$ cat src/rtl/brt_pkg.sv
package brt_pkg;

    typedef enum logic [2:0] {
        ST_IDLE,
        ST_ADR,
        ST_CES,
        ST_STRB,
        ST_WEXT,
        ST_HOLD,
        ST_PAUSE
    } brt_state_e;

    // Index of each phase length in the length table
    localparam int PH_ADR = 0;
    localparam int PH_CES = 1;
    localparam int PH_OE  = 2;
    localparam int PH_WE  = 3;
    localparam int PH_RHD = 4;
    localparam int PH_WHD = 5;
    localparam int PH_PAU = 6;
    localparam int PH_WEX = 7;
    localparam int NPH    = 8;

endpackage

$ cat src/rtl/brt_sync2.sv
module brt_sync2 (
    input  logic clk,
    input  logic rst_n,
    input  logic async_in,
    output logic sync_out
);
    logic meta_q;
    logic sync_q;

    always_ff @(posedge clk or negedge rst_n) begin
        if (!rst_n) begin
            meta_q <= 1'b0;
            sync_q <= 1'b0;
        end else begin
            meta_q <= async_in;
            sync_q <= meta_q;
        end
    end

    assign sync_out = sync_q;
endmodule

$ cat src/rtl/brt_len.sv
// Converts a phase field into a down-counter load value: ((N+1) * mult) - 1
module brt_len #(
    parameter int CW = 4,
    parameter int LW = CW + 4
) (
    input  logic [1:0]    mult_code,
    input  logic [CW-1:0] field,
    output logic [LW-1:0] load
);
    logic [1:0]    shift;
    logic [LW-1:0] units;

    always_comb begin
        unique case (mult_code)
            2'd0:    shift = 2'd2;
            2'd1:    shift = 2'd0;
            2'd2:    shift = 2'd1;
            default: shift = 2'd3;
        endcase
        units = LW'(field) + LW'(1);
        load  = (units << shift) - LW'(1);
    end
endmodule

$ cat src/rtl/brt_seq.sv
module brt_seq
    import brt_pkg::*;
#(
    parameter int AW  = 8,
    parameter int DW  = 16,
    parameter int LW  = 8,
    parameter int TOW = 8
) (
    input  logic                   clk,
    input  logic                   rst_n,
    input  logic                   cfg_en,
    input  logic                   cfg_waitm,
    input  logic [TOW-1:0]         cfg_tmo,
    input  logic [NPH-1:0][LW-1:0] len_tab,
    input  logic                   req_valid,
    output logic                   req_ready,
    input  logic                   req_write,
    input  logic [AW-1:0]          req_addr,
    input  logic [DW-1:0]          req_wdata,
    output logic                   rsp_valid,
    output logic [DW-1:0]          rsp_rdata,
    output logic                   err_flag,
    input  logic                   iordy_s,
    input  logic [DW-1:0]          bus_din,
    output logic [AW-1:0]          bus_addr,
    output logic [DW-1:0]          bus_dout,
    output logic                   bus_dout_en,
    output logic                   bus_ce_n,
    output logic                   bus_oe_n,
    output logic                   bus_we_n
);
    typedef struct packed {
        brt_state_e    state;
        logic [LW-1:0]  cnt;
        logic [TOW-1:0] ext;
        logic           wr;
        logic [AW-1:0]  addr;
        logic [DW-1:0]  wdata;
        logic [DW-1:0]  rdata;
        logic           rsp_v;
        logic           err;
    } seq_t;

    seq_t q, d;
    logic fin;
    logic cnt_zero;

    assign cnt_zero = (q.cnt == '0);

    always_comb begin
        d       = q;
        d.rsp_v = 1'b0;
        fin     = 1'b0;
        unique case (q.state)
            ST_IDLE: begin
                if (req_valid && cfg_en) begin
                    d.state = ST_ADR;
                    d.cnt   = len_tab[PH_ADR];
                    d.wr    = req_write;
                    d.addr  = req_addr;
                    d.wdata = req_wdata;
                    d.err   = 1'b0;
                end
            end
            ST_ADR: begin
                if (cnt_zero) begin
                    d.state = ST_CES;
                    d.cnt   = len_tab[PH_CES];
                end else begin
                    d.cnt = q.cnt - 1'b1;
                end
            end
            ST_CES: begin
                if (cnt_zero) begin
                    d.state = ST_STRB;
                    d.cnt   = q.wr ? len_tab[PH_WE] : len_tab[PH_OE];
                    d.ext   = '0;
                end else begin
                    d.cnt = q.cnt - 1'b1;
                end
            end
            ST_STRB: begin
                if (!cnt_zero) begin
                    d.cnt = q.cnt - 1'b1;
                end else if (!cfg_waitm) begin
                    fin = 1'b1;
                end else if (iordy_s) begin
                    d.state = ST_WEXT;
                    d.cnt   = len_tab[PH_WEX];
                end else if (q.ext == cfg_tmo) begin
                    fin   = 1'b1;
                    d.err = 1'b1;
                end else begin
                    d.ext = q.ext + 1'b1;
                end
            end
            ST_WEXT: begin
                if (cnt_zero) fin = 1'b1;
                else          d.cnt = q.cnt - 1'b1;
            end
            ST_HOLD: begin
                if (cnt_zero) begin
                    d.state = ST_PAUSE;
                    d.cnt   = len_tab[PH_PAU];
                end else begin
                    d.cnt = q.cnt - 1'b1;
                end
            end
            ST_PAUSE: begin
                if (cnt_zero) d.state = ST_IDLE;
                else          d.cnt   = q.cnt - 1'b1;
            end
            default: d.state = ST_IDLE;
        endcase

        // Strobe release: enter hold, capture read data on the rising OE edge
        if (fin) begin
            d.state = ST_HOLD;
            d.cnt   = q.wr ? len_tab[PH_WHD] : len_tab[PH_RHD];
            if (!q.wr) begin
                d.rdata = bus_din;
                d.rsp_v = 1'b1;
            end
        end
    end

    always_ff @(posedge clk or negedge rst_n) begin
        if (!rst_n) begin
            q <= '{state: ST_IDLE, default: '0};
        end else begin
            q <= d;
        end
    end

    logic strobing;
    logic ce_on;

    assign strobing    = (q.state == ST_STRB) || (q.state == ST_WEXT);
    assign ce_on       = (q.state == ST_CES) || strobing || (q.state == ST_HOLD);
    assign req_ready   = (q.state == ST_IDLE);
    assign rsp_valid   = q.rsp_v;
    assign rsp_rdata   = q.rdata;
    assign err_flag    = q.err;
    assign bus_addr    = q.addr;
    assign bus_dout    = q.wdata;
    assign bus_dout_en = q.wr && ce_on;
    assign bus_ce_n    = !ce_on;
    assign bus_oe_n    = !(strobing && !q.wr);
    assign bus_we_n    = !(strobing && q.wr);
endmodule

$ cat src/rtl/bus_region_timer.sv
module bus_region_timer
    import brt_pkg::*;
#(
    parameter int AW  = 8,
    parameter int DW  = 16,
    parameter int CW  = 4,
    parameter int TOW = 8
) (
    input  logic           clk,
    input  logic           rst_n,
    input  logic           cfg_en,
    input  logic [1:0]     cfg_mult,
    input  logic [CW-1:0]  cfg_adr,
    input  logic [CW-1:0]  cfg_ces,
    input  logic [CW-1:0]  cfg_oe,
    input  logic [CW-1:0]  cfg_we,
    input  logic [CW-1:0]  cfg_rdhld,
    input  logic [CW-1:0]  cfg_wrhld,
    input  logic [CW-1:0]  cfg_pause,
    input  logic [CW-1:0]  cfg_wait,
    input  logic           cfg_waitm,
    input  logic [TOW-1:0] cfg_tmo,
    input  logic           req_valid,
    output logic           req_ready,
    input  logic           req_write,
    input  logic [AW-1:0]  req_addr,
    input  logic [DW-1:0]  req_wdata,
    output logic           rsp_valid,
    output logic [DW-1:0]  rsp_rdata,
    output logic           err_flag,
    output logic [AW-1:0]  bus_addr,
    output logic [DW-1:0]  bus_dout,
    output logic           bus_dout_en,
    input  logic [DW-1:0]  bus_din,
    input  logic           bus_iordy,
    output logic           bus_ce_n,
    output logic           bus_oe_n,
    output logic           bus_we_n
);
    localparam int LW = CW + 4;

    logic [NPH-1:0][CW-1:0] fld;
    logic [NPH-1:0][LW-1:0] len_tab;
    logic                   iordy_s;

    assign fld[PH_ADR] = cfg_adr;
    assign fld[PH_CES] = cfg_ces;
    assign fld[PH_OE]  = cfg_oe;
    assign fld[PH_WE]  = cfg_we;
    assign fld[PH_RHD] = cfg_rdhld;
    assign fld[PH_WHD] = cfg_wrhld;
    assign fld[PH_PAU] = cfg_pause;
    assign fld[PH_WEX] = cfg_wait;

    for (genvar g = 0; g < NPH; g++) begin : g_len
        brt_len #(.CW(CW), .LW(LW)) u_len (
            .mult_code (cfg_mult),
            .field     (fld[g]),
            .load      (len_tab[g])
        );
    end

    brt_sync2 u_sync (
        .clk      (clk),
        .rst_n    (rst_n),
        .async_in (bus_iordy),
        .sync_out (iordy_s)
    );

    brt_seq #(.AW(AW), .DW(DW), .LW(LW), .TOW(TOW)) u_seq (
        .clk         (clk),
        .rst_n       (rst_n),
        .cfg_en      (cfg_en),
        .cfg_waitm   (cfg_waitm),
        .cfg_tmo     (cfg_tmo),
        .len_tab     (len_tab),
        .req_valid   (req_valid),
        .req_ready   (req_ready),
        .req_write   (req_write),
        .req_addr    (req_addr),
        .req_wdata   (req_wdata),
        .rsp_valid   (rsp_valid),
        .rsp_rdata   (rsp_rdata),
        .err_flag    (err_flag),
        .iordy_s     (iordy_s),
        .bus_din     (bus_din),
        .bus_addr    (bus_addr),
        .bus_dout    (bus_dout),
        .bus_dout_en (bus_dout_en),
        .bus_ce_n    (bus_ce_n),
        .bus_oe_n    (bus_oe_n),
        .bus_we_n    (bus_we_n)
    );
endmodule

$ cat config.mk
export PLATFORM = sky130hd
export DESIGN_NAME = bus_region_timer
export DESIGN_NICKNAME = d
export VERILOG_FILES = /design/src/rtl/brt_pkg.sv /design/src/rtl/brt_sync2.sv /design/src/rtl/brt_len.sv /design/src/rtl/brt_seq.sv /design/src/rtl/bus_region_timer.sv
export SDC_FILE = /design/constraint.sdc
export NUM_CORES = 1
export LEC_CHECK = 0
export BUFFER_PORTS_ARGS = -buffer_cell sky130_fd_sc_hd__buf_2
export CORE_MARGIN = 2
export CORE_UTILIZATION = 55
export DETAILED_ROUTE_END_ITERATION = 8
export PLACE_DENSITY = 0.8
export RECOVER_POWER = 100
export SYNTH_ARGS = -nofsm -noshare
export SYNTH_HDL_FRONTEND = slang
export SYNTH_SLANG_ARGS = --single-unit
export TNS_END_PERCENT = 50
$ cat constraint.sdc
create_clock -name clk -period 3.85 [get_ports clk]
set_clock_uncertainty 0.15 [all_clocks]
set_input_delay 0.77 -clock clk [delete_from_list [all_inputs] [get_ports clk]]
set_output_delay 0.77 -clock clk [all_outputs]
set_load 0.01 [all_outputs]
==> out/metrics.csv, run 1 <==
metric,value,unit
setup_violations,0,
required,3.94,ns
ys.flop_type,dfrtp_1,
holdBufCountCts,0,
yosysWarnings,0,
initial_core_util,0.564,
cts_num_sinks,64,
diodes,0,
seq_power_share,0.273,
die_h,109,µm
timing_worst_setup_path_type,input pin to register,
cts_tree,built,
slew_violations,34,
grt_max_degree,35,
rows,38,
stdcell_area,6870,µm²
root_buffer,clkbuf_8,
worstSetupStartpointType,input pin,
relSlewSlack,-0.127,
cts_resized,0,
syn2layout_area_growth,12.4,%
worstPathMaxFanout,16,
ioPinCount,136,
critPathBufInv,3,
cts_made_buffers,9,
worstMarginPinSlew,1.69,ns
finalPower,0.00409,W
vias_per_cell,6.34,
rr_startpoint,u_seq.q[51]$_DFFE_PN0P_,
leakage,2.94,nW
clkPwrFrac,0.157,
cts_buffer_depth,2,
num_vias,6227,
drc,0,
drive_above_1_share,0.236,
pwr-share-comb,0.571,
grt_setup_unrepaired,no,
place_congestion,0.984,
reg2regPathDepth,10,
grt_usage,0.302,
endpoint_kind,register,
netlist-cell-type-count,83,
hold_violations,0,
arrival,3.63,ns
syn_nets,845,
setup_tns,0,ns
hp-class,register to register,
synth_edf_count,0,
reg2reg_slack,0.48,ns
max_stage_delay,0.57,ns
worstHoldStart,u_sync.meta_q$_DFF_PN0_,
ant_nets,0,
synthCells,739,
overflow,0,
wl,18.2,mm
crit_family,simple AND/OR/NAND/NOR gates,
outcome,"finished, violations left",
drv_cap,1,
holdPathStages,0,
p_switching,0.00185,W
crit_start,cfg_mult[0],
whs_endpoint,u_sync.sync_out$_DFF_PN0_,
sw_frac_of_total,0.453,
antenna_found_initial,0,
p_int,0.00223,W
r2r_end,u_seq.rsp_rdata[11]$_DFFE_PN0P_,
synth_area_per_cell,8.27,µm²
grt_pass1_vias,5890,
synth-seq-area-share,0.262,
power_density,595,nW/µm²
ir_drop,0.000393,V
drt-pass1-iter-count,6,
routedWlPerCell,18.5,µm
worstPathCellList,buf_2 -> inv_1 -> ha_1 -> clkbuf_2 -> or3_1 -> or2_2 -> ha_1 -> xnor2_1 -> o22ai_1 -> a221oi_1 -> o21ai_0 -> a21o_1,
core,10800,µm²
ys_ff_latch,64,
period_minus_slack,3.54,ns
grt_pass1_wl,28.5,mm
post-cts-setup-buffers,0,
postSynth.asyncResetShare,1.00,
whs,0.199,ns
placed_area,6740,µm²
htreeDepth,3,
cp_slowest_cell,or3_1,
hpwl,14.2,mm
finalCritPeriodShare,0.921,
worstSkewPairLatency,0.34,ns
syn-cell-area,6110,µm²
dr.first_iter.drc_count,615,
clkTransAtPathRegs,0.07,ns
crit_top_cell,ha_1,
design.die.area,12000,µm²
final_nets,943,
die_x,109,µm
port-buffer-count,135,
violations,"capacitance limit, slew limit",
fmax,282,MHz
[worst register-to-register path: cells and delay by family, from the launching register on]
family | cells | cell delay [ns]
and+or+nand+nor | 3 | 1.10
buffers and inverters | 4 | 0.86
DFF | 1 | 0.45
muxes | 1 | 0.38
adders and majority gates | 1 | 0.19
AOI/OAI and AO/OA | 1 | 0.13
[area by class of cell]
type | count | area (µm²)
repair buffers | 176 | 893
multi-input cells | 570 | 3920
inverters | 16 | 60.1
well taps | 140 | 175
clock buffers | 9 | 124
flip-flops and latches | 64 | 1600
fillers | 980 | 3980
clock inverters | 7 | 95.1
[stage by stage]
stage | setup slack (ns) | instances | util
after global placement | 0.0545 | 966 | 0.622
after global routing | 0.165 | 982 | 0.633
after floorplan | 0.0154 | 739 | -
final | 0.305 | 982 | 0.633
after detailed placement | 0.0578 | 966 | 0.622
after CTS | 0.437 | 982 | 0.642
[cells in the mapped netlist, types with 10 or more instances]
cell	n	area [µm²]
ha_1	17	213
o22ai_1	14	87.6
a31oi_1	14	87.6
dfrtp_1	64	1600
clkbuf_1	33	124
nor2_1	44	165
xor2_1	17	149
mux2_2	46	518
o31ai_1	10	75.1
inv_1	15	56.3
nand3_1	19	95.1
xnor2_1	30	263
nor3_1	13	65.1
a21oi_1	51	255
nand2_1	65	244
buf_4	42	315
o21ai_0	59	295
nand2b_1	10	62.6
a211oi_1	12	90.1
[logic make-up after synthesis]
kind of cell / after synthesis / synth area share
AOI/OAI and AO/OA: 240 / 0.259
and+or+nand+nor: 208 / 0.171
buffers and inverters: 105 / 0.0973
DFF: 64 / 0.262
muxes: 58 / 0.109
xor gates and xnor gates: 47 / 0.0674
adders and majority gates: 17 / 0.0348
[worst max-delay path by stage]
stage | to | slack [ns] | cells after the start
3_5_place_dp | u_seq.q[53]$_DFFE_PN0P_ | 0.06 | 12
3_3_place_gp | u_seq.q[53]$_DFFE_PN0P_ | 0.05 | 12
5_1_grt | u_seq.q[57]$_DFFE_PN0P_ | 0.17 | 13
6_report | u_seq.q[53]$_DFFE_PN0P_ | 0.31 | 12
2_1_floorplan | u_seq.q[55]$_DFFE_PN0P_ | 0.02 | 18
4_1_cts | u_seq.q[53]$_DFFE_PN0P_ | 0.44 | 12
[power groups by stage]
| stage | registers, W | clock network (W) | logic (W) |
|---|---|---|---|
| final | 0.00111 | 0.000640 | 0.00233 |
| after global routing | 0.00114 | 0.000685 | 0.00257 |
| after CTS | 0.00110 | 0.000649 | 0.00237 |
| after detailed placement | 0.00111 | 0 | 0.00236 |
| after global placement | 0.00109 | 0 | 0.00232 |
| after floorplan | 0.00103 | 0 | 0.00185 |
[routing by layer]
metal / track usage / vias to the layer above / wire length (µm)
met5: 0 / - / 0
li1: - / 2918 / -
met3: 0.0421 / 48 / 1520
met4: 0.125 / 0 / 588
met1: 0.365 / 2904 / 7380
met2: 0.536 / 357 / 8690
[sequential cells by signal (all words and copies together) (netlist names)]
name,cells
u_seq.err_flag,1
u_seq.q,20
u_seq.bus_dout,16
u_sync.sync_out,1
u_seq.bus_addr,8
u_seq.rsp_valid,1
u_seq.rsp_rdata,16
u_sync.meta_q,1
[cell usage in the layout (no fill, tap or decap), drive strengths merged, types with 7 or more instances in the layout]
cell    instances
a211oi         12
a21oi          51
a221oi          7
a31oi          14
and3            8
buf           119
clkbuf         66
dfrtp          64
ha             17
inv            16
mux2           47
mux2i           9
nand2          65
nand2b         10
nand3          19
nand4           7
nor2           45
nor3           14
o211ai          7
o21ai          64
o22ai          14
o31ai          10
xnor2          30
xor2           17
(Power assumes the default switching activity.)
==> run 2, diff against run 1 <==
--- a/config.mk
+++ b/config.mk
@@ -5,7 +5,7 @@
 export SDC_FILE = /design/constraint.sdc
 export NUM_CORES = 1
 export LEC_CHECK = 0
-export BUFFER_PORTS_ARGS = -buffer_cell sky130_fd_sc_hd__buf_2
+export BUFFER_PORTS_ARGS = -buffer_cell sky130_fd_sc_hd__buf_4
 export CORE_MARGIN = 2
 export CORE_UTILIZATION = 55
 export DETAILED_ROUTE_END_ITERATION = 8
==> out/metrics.csv, run 2 (synthesis results as in run 1) <==
metric,value,unit,change
ioPinCount,136,,unchanged
final_common_cell,buf_4,,was buf_2
power_density,591,nW/µm²,was 595 nW/µm²
grt_pass1_wl,29.0,mm,was 28.5 mm
cts_tree,built,,unchanged
grt_usage,0.309,,was 0.302
drc,0,,unchanged
holdBufCountCts,0,,unchanged
leakage,3.05,nW,was 2.94 nW
dr.first_iter.drc_count,482,,was 615
grt_max_degree,65,,was 35
htreeDepth,3,,unchanged
die_h,109,µm,unchanged
cts_resized,0,,unchanged
met2_usage,0.536,,about the same
endpoint_kind,register,,unchanged
design.die.area,12000,µm²,unchanged
reg2regPathDepth,12,,was 10
cts_num_sinks,64,,unchanged
largest_register_ffs,20,,unchanged
port-buffer-count,135,,unchanged
ir_drop,0.000325,V,was 0.000393 V
dpl_worst_slack,0.204,ns,was 0.0578 ns
setup_violations,0,,unchanged
post-cts-setup-buffers,0,,unchanged
period_minus_slack,3.53,ns,was 3.54 ns
fmax,283,MHz,was 282 MHz
outcome,"finished, violations left",,unchanged
grt_setup_unrepaired,no,,unchanged
drt-pass1-iter-count,6,,unchanged
overflow,0,,unchanged
holdPathStages,0,,unchanged
diodes,0,,unchanged
root_buffer,clkbuf_8,,unchanged
worstSetupStartpointType,register,,was input pin
clkTransAtPathRegs,0.08,ns,was 0.07 ns
dp.cells,965,,was 966
num_vias,6299,,was 6227
drive_above_1_share,0.238,,was 0.236
finalPower,0.00421,W,was 0.00409 W
fill_cells,953,,was 980
slew_violations,65,,was 34
layoutNonFillerInstCount,981,,was 982
syn2layout_area_growth,16.7,%,was 12.4%
arrival,3.61,ns,was 3.63 ns
hp-class,register to register,,unchanged
vias_per_cell,6.42,,was 6.34
worst_slack,0.319,ns,was 0.305 ns
violations,"capacitance limit, slew limit",,unchanged
antenna_found_initial,0,,unchanged
core,10800,µm²,unchanged
cts_made_buffers,9,,unchanged
worstSkewPairLatency,0.35,ns,was 0.34 ns
hold_violations,0,,unchanged
relSlewSlack,-0.0777,,was -0.127
required,3.93,ns,was 3.94 ns
hpwl,14.6,mm,was 14.2 mm
ant_nets,0,,unchanged
worstMarginPinSlew,1.62,ns,was 1.69 ns
top_register,u_seq.q,,unchanged
layout_common_cells,"buf_4 (121), nand2_1 (65), dfrtp_1 (64)",,"was buf_2 (87), nand2_1 (65), dfrtp_1 (64)"
routedWlPerCell,19.1,µm,was 18.5 µm
rows,38,,unchanged
drv_cap,1,,unchanged
setup_tns,0,ns,unchanged
met3_usage,0.0468,,was 0.0421
die_x,109,µm,unchanged
reg2reg_slack,0.32,ns,was 0.48 ns
place_congestion,1.01,,was 0.984
cts_buffer_depth,2,,unchanged
final_core_util,0.658,,was 0.633
wl,18.7,mm,was 18.2 mm
grt_pass1_vias,5929,,was 5890
timing_worst_setup_path_type,register to register,,was input pin to register
busiest_layer,met2,,unchanged
worstPathMaxFanout,19,,was 16
finalCritPeriodShare,0.917,,was 0.921
final_nets,942,,was 943
met1_usage,0.388,,was 0.365
initial_core_util,0.564,,unchanged
==> run 2: area by class of cell <==
class,count,area [µm²],share of cell area
Multi-Input combinational cell,570,3920,0.549
Tap cell,140,175,0.0246
Sequential cell,64,1600,0.225
Clock buffer,11,141,0.0198
Clock inverter,5,104,0.0146
Inverter,16,60.1,0.00842
Timing Repair Buffer,175,1130,0.159
==> run 2: path summary, 6_finish.rpt <==
| kind | start | endpoint |
|---|---|---|
| worst max register to register | u_seq.q[42]$_DFFE_PN0P_ | u_seq.q[58]$_DFFE_PN0P_ |
| worst max-delay path | u_seq.q[42]$_DFFE_PN0P_ | u_seq.q[58]$_DFFE_PN0P_ |
| min in group asynchronous | rst_n | u_seq.bus_dout[15]$_DFFE_PN0P_ |
| worst min register to register | u_sync.meta_q$_DFF_PN0_ | u_sync.sync_out$_DFF_PN0_ |
| max in group asynchronous | rst_n | u_seq.bus_dout[9]$_DFFE_PN0P_ |
| worst min-delay path | u_sync.meta_q$_DFF_PN0_ | u_sync.sync_out$_DFF_PN0_ |
==> run 2: worst max-delay path, cell delays in order (launching register included) <==
cell	delay (ns)
dfrtp_1	0.44
clkbuf_2	0.40
mux2i_1	0.17
inv_1	0.21
ha_1	0.25
nand2_1	0.07
o21ai_1	0.41
a211oi_1	0.10
o21ai_0	0.41
o31ai_1	0.19
a22oi_1	0.18
a211oi_1	0.09
or3_1	0.36
==> run 2: layer usage <==
layer  routed length, µm  part of all wire
met3                1490             0.080
met1                7800              0.42
met5                   0                 0
met4                 572             0.031
met2                8840              0.47
==> run 2: per-stage QoR <==
stage	instance area (µm²)	hold WS (ns)
6_report	7130	0.222
5_1_grt	7130	0.230
4_1_cts	7330	0.208
3_5_place_dp	7080	0.187
3_3_place_gp	7080	0.189
2_1_floorplan	6110	0.181
==> run 2: power breakdown <==
| group | total (W) | leakage, nW | internal [W] | switching (W) |
|---|---|---|---|---|
| combinational | 0.00239 | 2.10 | 0.00100 | 0.00139 |
| sequential | 0.00110 | 0.819 | 0.000907 | 0.000192 |
| clock | 0.000721 | 0.124 | 0.000448 | 0.000273 |
| total | 0.00421 | 3.05 | 0.00236 | 0.00185 |
==> run 3, diff against run 2 <==
--- a/config.mk
+++ b/config.mk
@@ -6,8 +6,10 @@
 export NUM_CORES = 1
 export LEC_CHECK = 0
 export BUFFER_PORTS_ARGS = -buffer_cell sky130_fd_sc_hd__buf_4
+export CORE_ASPECT_RATIO = 0.9
 export CORE_MARGIN = 2
 export CORE_UTILIZATION = 55
+export CTS_BUF_LIST = sky130_fd_sc_hd__clkbuf_8
 export DETAILED_ROUTE_END_ITERATION = 8
 export PLACE_DENSITY = 0.8
 export RECOVER_POWER = 100
==> out/metrics.csv, run 3 (synthesis results as in run 1) <==
metric,value,unit,change
worstMarginPinSlew,1.59,ns,was 1.62 ns
arrival,3.58,ns,was 3.61 ns
grt_pass1_vias,5858,,was 5929
layoutNonFillerInstCount,974,,was 981
finalCritPeriodShare,0.919,,was 0.917
initial_core_util,0.565,,was 0.564
holdBufCountCts,0,,unchanged
fmax,283,MHz,about the same
grt_usage,0.312,,was 0.309
stdcell_area,7130,µm²,about the same
period_minus_slack,3.54,ns,was 3.53 ns
whs_endpoint,u_sync.sync_out$_DFF_PN0_,,unchanged
rows,36,,was 38
port-buffer-count,135,,unchanged
htreeDepth,3,,unchanged
final_nets,942,,unchanged
worstSetupStartpointType,register,,unchanged
post-cts-setup-buffers,0,,unchanged
core,10800,µm²,about the same
top_register,u_seq.q,,unchanged
layout_common_cells,"buf_4 (118), nand2_1 (65), dfrtp_1 (64)",,"was buf_4 (121), nand2_1 (65), dfrtp_1 (64)"
cts_made_buffers,9,,unchanged
routedWlPerCell,19.3,µm,was 19.1 µm
r2r_end,u_seq.q[55]$_DFFE_PN0P_,,was u_seq.q[58]$_DFFE_PN0P_
dpl_worst_slack,0.190,ns,was 0.204 ns
setup_violations,0,,unchanged
reg2regPathDepth,13,,was 12
placed_area,7090,µm²,was 7080 µm²
required,3.89,ns,was 3.93 ns
die_x,115,µm,was 109 µm
drive_above_1_share,0.238,,unchanged
endpoint_kind,register,,unchanged
design.die.area,12000,µm²,about the same
largest_register_ffs,20,,unchanged
setup_tns,0,ns,unchanged
die_h,104,µm,was 109 µm
wl,18.8,mm,was 18.7 mm
violations,"capacitance limit, slew limit",,unchanged
syn2layout_area_growth,16.7,%,about the same
ant_nets,0,,unchanged
worstSkewPairLatency,0.35,ns,about the same
holdPathStages,0,,unchanged
antenna_found_initial,0,,unchanged
drv_cap,1,,unchanged
overflow,0,,unchanged
grt_max_degree,65,,unchanged
fill_cells,954,,was 953
worstPathMaxFanout,9,,was 19
cts_buffer_depth,2,,unchanged
drc,0,,unchanged
clkTransAtPathRegs,0.08,ns,about the same
drt-pass1-iter-count,5,,was 6
timing_worst_setup_path_type,register to register,,unchanged
power_density,592,nW/µm²,was 591 nW/µm²
ioPinCount,136,,unchanged
cts_resized,0,,unchanged
cts_tree,built,,unchanged
grt_pass1_wl,29.8,mm,was 29.0 mm
hold_violations,0,,unchanged
cts_num_sinks,64,,unchanged
grt_setup_unrepaired,no,,unchanged
crit_start,u_seq.q[42]$_DFFE_PN0P_,,unchanged
hp-class,register to register,,unchanged
num_vias,6195,,was 6299
diodes,0,,unchanged
outcome,"finished, violations left",,unchanged
whs,0.200,ns,was 0.222 ns
hpwl,14.2,mm,was 14.6 mm
ir_drop,0.000323,V,was 0.000325 V
slew_violations,65,,unchanged
final_common_cell,buf_4,,unchanged
reg2reg_slack,0.31,ns,was 0.32 ns
dr.first_iter.drc_count,602,,was 482
rr_startpoint,u_seq.q[42]$_DFFE_PN0P_,,unchanged
leakage,3.05,nW,about the same
vias_per_cell,6.36,,was 6.42
root_buffer,clkbuf_8,,unchanged
relSlewSlack,-0.0572,,was -0.0777
worst_slack,0.312,ns,was 0.319 ns
place_congestion,1.01,,about the same
worstHoldStart,u_sync.meta_q$_DFF_PN0_,,unchanged
dp.cells,958,,was 965
[run 3: changes by cell type in the layout (fill, tap and decap cells not counted), moves of 2 or more]
cell    before  now
mux2_2      44   46
inv_6        0    3
mux2_1       3    1
buf_4      121  118
[run 3: metal layers]
layer	global-route usage	vias up	part of all wire
met5	0	-	0
met4	0.0921	0	0.021
met3	0.0641	39	0.089
met2	0.494	337	0.45
met1	0.431	2906	0.44
li1	-	2913	-
[run 3: per-stage QoR]
stage	total power, W	util
after floorplan	0.00288	-
after global placement	0.00356	0.656
after detailed placement	0.00361	0.656
after CTS	0.00436	0.679
after global routing	0.00451	0.659
final	0.00422	0.659
[run 3: where the power goes]
group	switching [W]	leakage (nW)	total [W]	internal, W
Combinational	0.00136	2.10	0.00235	0.000991
Sequential	0.000236	0.819	0.00114	0.000905
Clock	0.000294	0.125	0.000732	0.000438
[run 3: area by class of cell]
type | count | area [µm²] | area share
Tap cell | 133 | 166 | 0.0233
Clock buffer | 9 | 124 | 0.0174
Multi-Input combinational cell | 570 | 3910 | 0.549
Sequential cell | 64 | 1600 | 0.225
Inverter | 16 | 60.1 | 0.00843
Timing Repair Buffer | 175 | 1140 | 0.160
Clock inverter | 7 | 125 | 0.0176
[run 3: worst max path at each step]
stage,end,slack (ns),cells after the start
finish,u_seq.q[55]$_DFFE_PN0P_,0.31,13
global route,u_seq.q[57]$_DFFE_PN0P_,0.09,11
CTS,u_seq.q[55]$_DFFE_PN0P_,0.40,13
detailed placement,u_seq.q[58]$_DFFE_PN0P_,0.19,12
global placement,u_seq.q[58]$_DFFE_PN0P_,0.22,12
floorplan,u_seq.q[55]$_DFFE_PN0P_,0.02,18
[run 3: worst max-delay path, stage by stage, from the launching register on]
cell and delay, ns:
dfrtp_1 0.59, mux2_2 0.39, ha_1 0.37, nand2_1 0.14, o21ai_0 0.10, nand2_1 0.08, ha_1 0.21, nand3_1 0.09
a2bb2oi_1 0.17, or3_1 0.36, o211ai_1 0.27, o221ai_1 0.18, a21oi_1 0.17, o22ai_1 0.09
